--- src/rtl/stb_srq_core.sv ---
module stb_srq_core #(
  parameter int W = 8
) (
  input  logic         clk,
  input  logic         rst_n,
  input  logic         oper_sum,
  input  logic         std_sum,
  input  logic         ques_sum,
  input  logic         obuf_pend,
  input  logic         errq_pend,
  input  logic         sre_we,
  input  logic [W-1:0] sre_wdata,
  output logic [W-1:0] sre_rdata,
  input  logic         stb_rd,
  output logic [W-1:0] stb_rdata,
  input  logic         cls_in,
  output logic         cls_out,
  output logic         srq
);
  localparam int MSS_BIT = 6;

  logic [W-1:0] mask_q;
  logic [W-1:0] summ;
  logic [W-1:0] status;

  always_ff @(posedge clk or negedge rst_n)
    if (!rst_n) mask_q <= '0;
    else if (sre_we) mask_q <= sre_wdata;

  always_comb begin
    summ    = '0;
    summ[7] = oper_sum;
    summ[5] = std_sum;
    summ[4] = obuf_pend;
    summ[3] = ques_sum;
    summ[2] = errq_pend;
  end

  assign srq       = |(summ & mask_q);
  always_comb begin
    status          = summ;
    status[MSS_BIT] = srq;
  end
  assign stb_rdata = stb_rd ? status : '0;
  assign sre_rdata = mask_q;
  assign cls_out   = cls_in;
endmodule


--- config.mk ---
export PLATFORM = sky130hd
export DESIGN_NAME = stb_srq_core
export DESIGN_NICKNAME = d
export VERILOG_FILES = /design/src/rtl/stb_srq_core.sv
export SDC_FILE = /design/constraint.sdc
export NUM_CORES = 1
export LEC_CHECK = 0
export ABC_AREA = 1
export BUFFER_PORTS_ARGS = -buffer_cell sky130_fd_sc_hd__buf_2
export CORE_AREA = 3 3 40 42
export DETAILED_ROUTE_END_ITERATION = 8
export DIE_AREA = 0 0 43 45
export PLACE_DENSITY = 0.7
export SYNTH_ARGS = -nofsm -noshare
export SYNTH_HDL_FRONTEND = slang
export SYNTH_SLANG_ARGS = --single-unit
--- constraint.sdc ---
create_clock -name clk -period 1 [get_ports clk]
set_input_delay 0.15 -clock clk [delete_from_list [all_inputs] [get_ports clk]]
set_output_delay 0.15 -clock clk [all_outputs]
set_load 0.01 [all_outputs]
==> key figures <==
Status
  – Outcome: finished, violations left
  – Failing checks: setup timing

Critical path
  – Crit Path Max Fanout: 2
  – Reg2reg setup slack: 0.03 ns
  – WP data arrival: 1.05 ns
  – Startpoint Class: flip-flop
  – Crit path kind: reg -> out
  – CP required: 0.85 ns
  – Crit path capture type: primary output

GRT
  – Largest net degree at the start of global routing: 9
  – Vias in the first global route: 388
  – Antenna violations before repair: 0
  – First-pass GRT wire length: 1620 µm
  – GR Overflow Total: 0
  – GRT Total Usage: 0.116

Timing
  – Min Tclk post-route: 1.20 ns
  – Setup violators final: 5
  – Fmax: 833 MHz
  – Unrepaired setup endpoints after global routing: true
  – Worst Slack Setup Final: -0.200 ns
  – Final worst-path cycle share: 1.20
  – WHS: 0.127 ns
  – Final Slew Violations: 0
  – Final hold viol count: 0
  – Post-route clock skew: 0 ns

Clock tree
  – TritonCTS buffer count: 3
  – Maximum clock insertion buffer count: 2
  – Worst-skew pair later-pin latency: 0.24 ns
  – H-tree depth: 1
  – CTS tree: built
  – CTS sink cnt: 8
  – Root Buffer Master: clkbuf_4
  – Worst-path clk slew: 0.06 ns

Synthesis
  – Post-Syn Area: 438 µm²
  – Seq cells post-synth: 8
  – Most used flip-flop cell after synthesis: dfrtp_1
  – Area leader, netlist: dfrtp_1
  – Top cell type's share of synthesized area: 0.457
  – Synthesized area per cell: 10.4 µm²
  – Most common cell in the synthesized netlist: nand2_1
  – Seq/Total Area, Yosys: 0.457
  – Number of synthesized flops with an enable pin: 0
  – Ys Warns: 0
  – Commonest cells post-synth: nand2_1, dfrtp_1, mux2_4, inv_1, buf_4
  – Synth cell types: 9
  – Synth area leaders: dfrtp_1, mux2_4, nand2_1, inv_1, buf_4
  – Async S/R FF share, synth: 1.00
  – Post-Synthesis Cells: 42

Worst hold path
  – Hold WC Path Type: in -> reg

Routing
  – Drc violations: 0
  – Vias: 396
  – WL final: 1060 µm
  – Violation count after the first detailed-route iteration: 8
  – DR WL/cell: 11.4 µm
  – Vias per cell: 4.26
  – Routed Antenna Nets: 0
  – TritonRoute pass-1 iters: 4

Finish
  – Final nets: 98
  – Max FFs per register: 8
  – Layout fillers: 130
  – Non-filler cells, final: 93
  – Layout cells sized above 1: 0.615
  – Area growth, synth to finish: 54.9%
  – Antenna cell count: 0

Pwr
  – Max IR drop VDD: 0.778 mV
  – Sw frac: 0.268
  – Cell Int Power: 652 µW
  – Clock network power share: 0.270
  – P_leak: 0.000421 µW
  – Combinational Power Share: 0.307
  – Cell Pwr Density: 1310 nW/µm²
  – P_sw: 239 µW
  – Reg power frac: 0.423

Placed design
  – IO buf count: 31
  – Placed cell count: 87
  – Final Wtd Congestion: 0.677

Floorplanning
  – Initial Util: 0.341
  – Core box area: 1280 µm²
  – Die area: 1940 µm²
  – Die height: 45 µm
  – Num rows: 13
  – Die extent in x: 43 µm
  – IO Pins: 36

Run
  – Max cap viols: 0
timing repair:
| item | CTS | global route |
|---|---|---|
| endpoints found under the setup margin | 4 | 5 |
| endpoints found under the hold margin | 8 | 0 |
| pin swaps | 0 | 0 |
| hold buffers | 1 | 0 |
| buffers inserted | 2 | 3 |
| resized for setup | 4 | 4 |
cells by family after synthesis:
logic type,synth area share
other,0.00856
DFF,0.457
and+or+nand+nor,0.123
muxes,0.274
buffers and inverters,0.137
worst paths after layout:
check | startpoint | end | cells past startpoint
worst max-delay path | sre_rdata[3]$_DFFE_PN0P_ | stb_rdata[6] | 5
worst min-delay path | sre_wdata[2] | sre_rdata[2]$_DFFE_PN0P_ | 2
worst max register to register | sre_rdata[2]$_DFFE_PN0P_ | sre_rdata[2]$_DFFE_PN0P_ | 3
worst min register to register | sre_rdata[0]$_DFFE_PN0P_ | sre_rdata[0]$_DFFE_PN0P_ | 1
max in group asynchronous | rst_n | sre_rdata[4]$_DFFE_PN0P_ | 2
min in group asynchronous | rst_n | sre_rdata[6]$_DFFE_PN0P_ | 2
cell usage in the layout, fill, tap and decap left out:
cell           synthesis  routed
conb_1                 1       2
dfrtp_1                8       8
nor2_1                 2       1
dlygate4sd3_1          0       1
inv_1                  7       7
nand2_1               11      11
mux2_4                 8       8
buf_4                  3       2
nor2_2                 0       1
buf_6                  1       5
nand3_2                0       1
clkbuf_4               0       3
buf_2                  0      28
power groups by stage:
stage | logic, µW | clock network [µW] | registers [µW]
finish | 273 | 241 | 377
global route | 300 | 266 | 382
CTS | 261 | 250 | 378
detailed placement | 230 | 0 | 383
global placement | 227 | 0 | 381
floorplan | 113 | 0 | 398
worst max-delay path, cell delays in order, from the launching register on:
cell and delay, ns:
dfrtp_1 0.37, nand2_1 0.09, nand3_2 0.08, nor2_2 0.09
nor2_1 0.04, buf_2 0.13
per-stage QoR:
step / area, µm² / setup WS, ns / total power, µW / TNS, ns / utilization
3_5_place_dp: 597 / 0.0181 / 613 / 0 / 0.464
4_1_cts: 659 / -0.214 / 889 / -0.508 / 0.513
3_3_place_gp: 597 / 0.0309 / 608 / 0 / 0.464
2_1_floorplan: 442 / 0.121 / 511 / 0 / -
6_report: 678 / -0.200 / 891 / -0.455 / 0.528
5_1_grt: 678 / -0.299 / 947 / -0.779 / 0.528
metal layers:
layer  global-route usage  share of wire  vias to the layer above
li1                     -              -                      195
met1                0.139           0.41                      168
met2                0.192           0.46                       31
met3               0.0239           0.12                        2
met4               0.0723         0.0076                        0
met5                    0              0                        -
cell type report:
| type | count | area [µm²] | area share |
|---|---|---|---|
| clock buffers | 3 | 22.5 | 0.0332 |
| flip-flops and latches | 8 | 200 | 0.295 |
| inverters | 7 | 26.3 | 0.0387 |
| repair buffers | 36 | 221 | 0.327 |
| well taps | 15 | 18.8 | 0.0277 |
| multi-input cells | 24 | 189 | 0.279 |
Power figures use the tool's default switching activity.
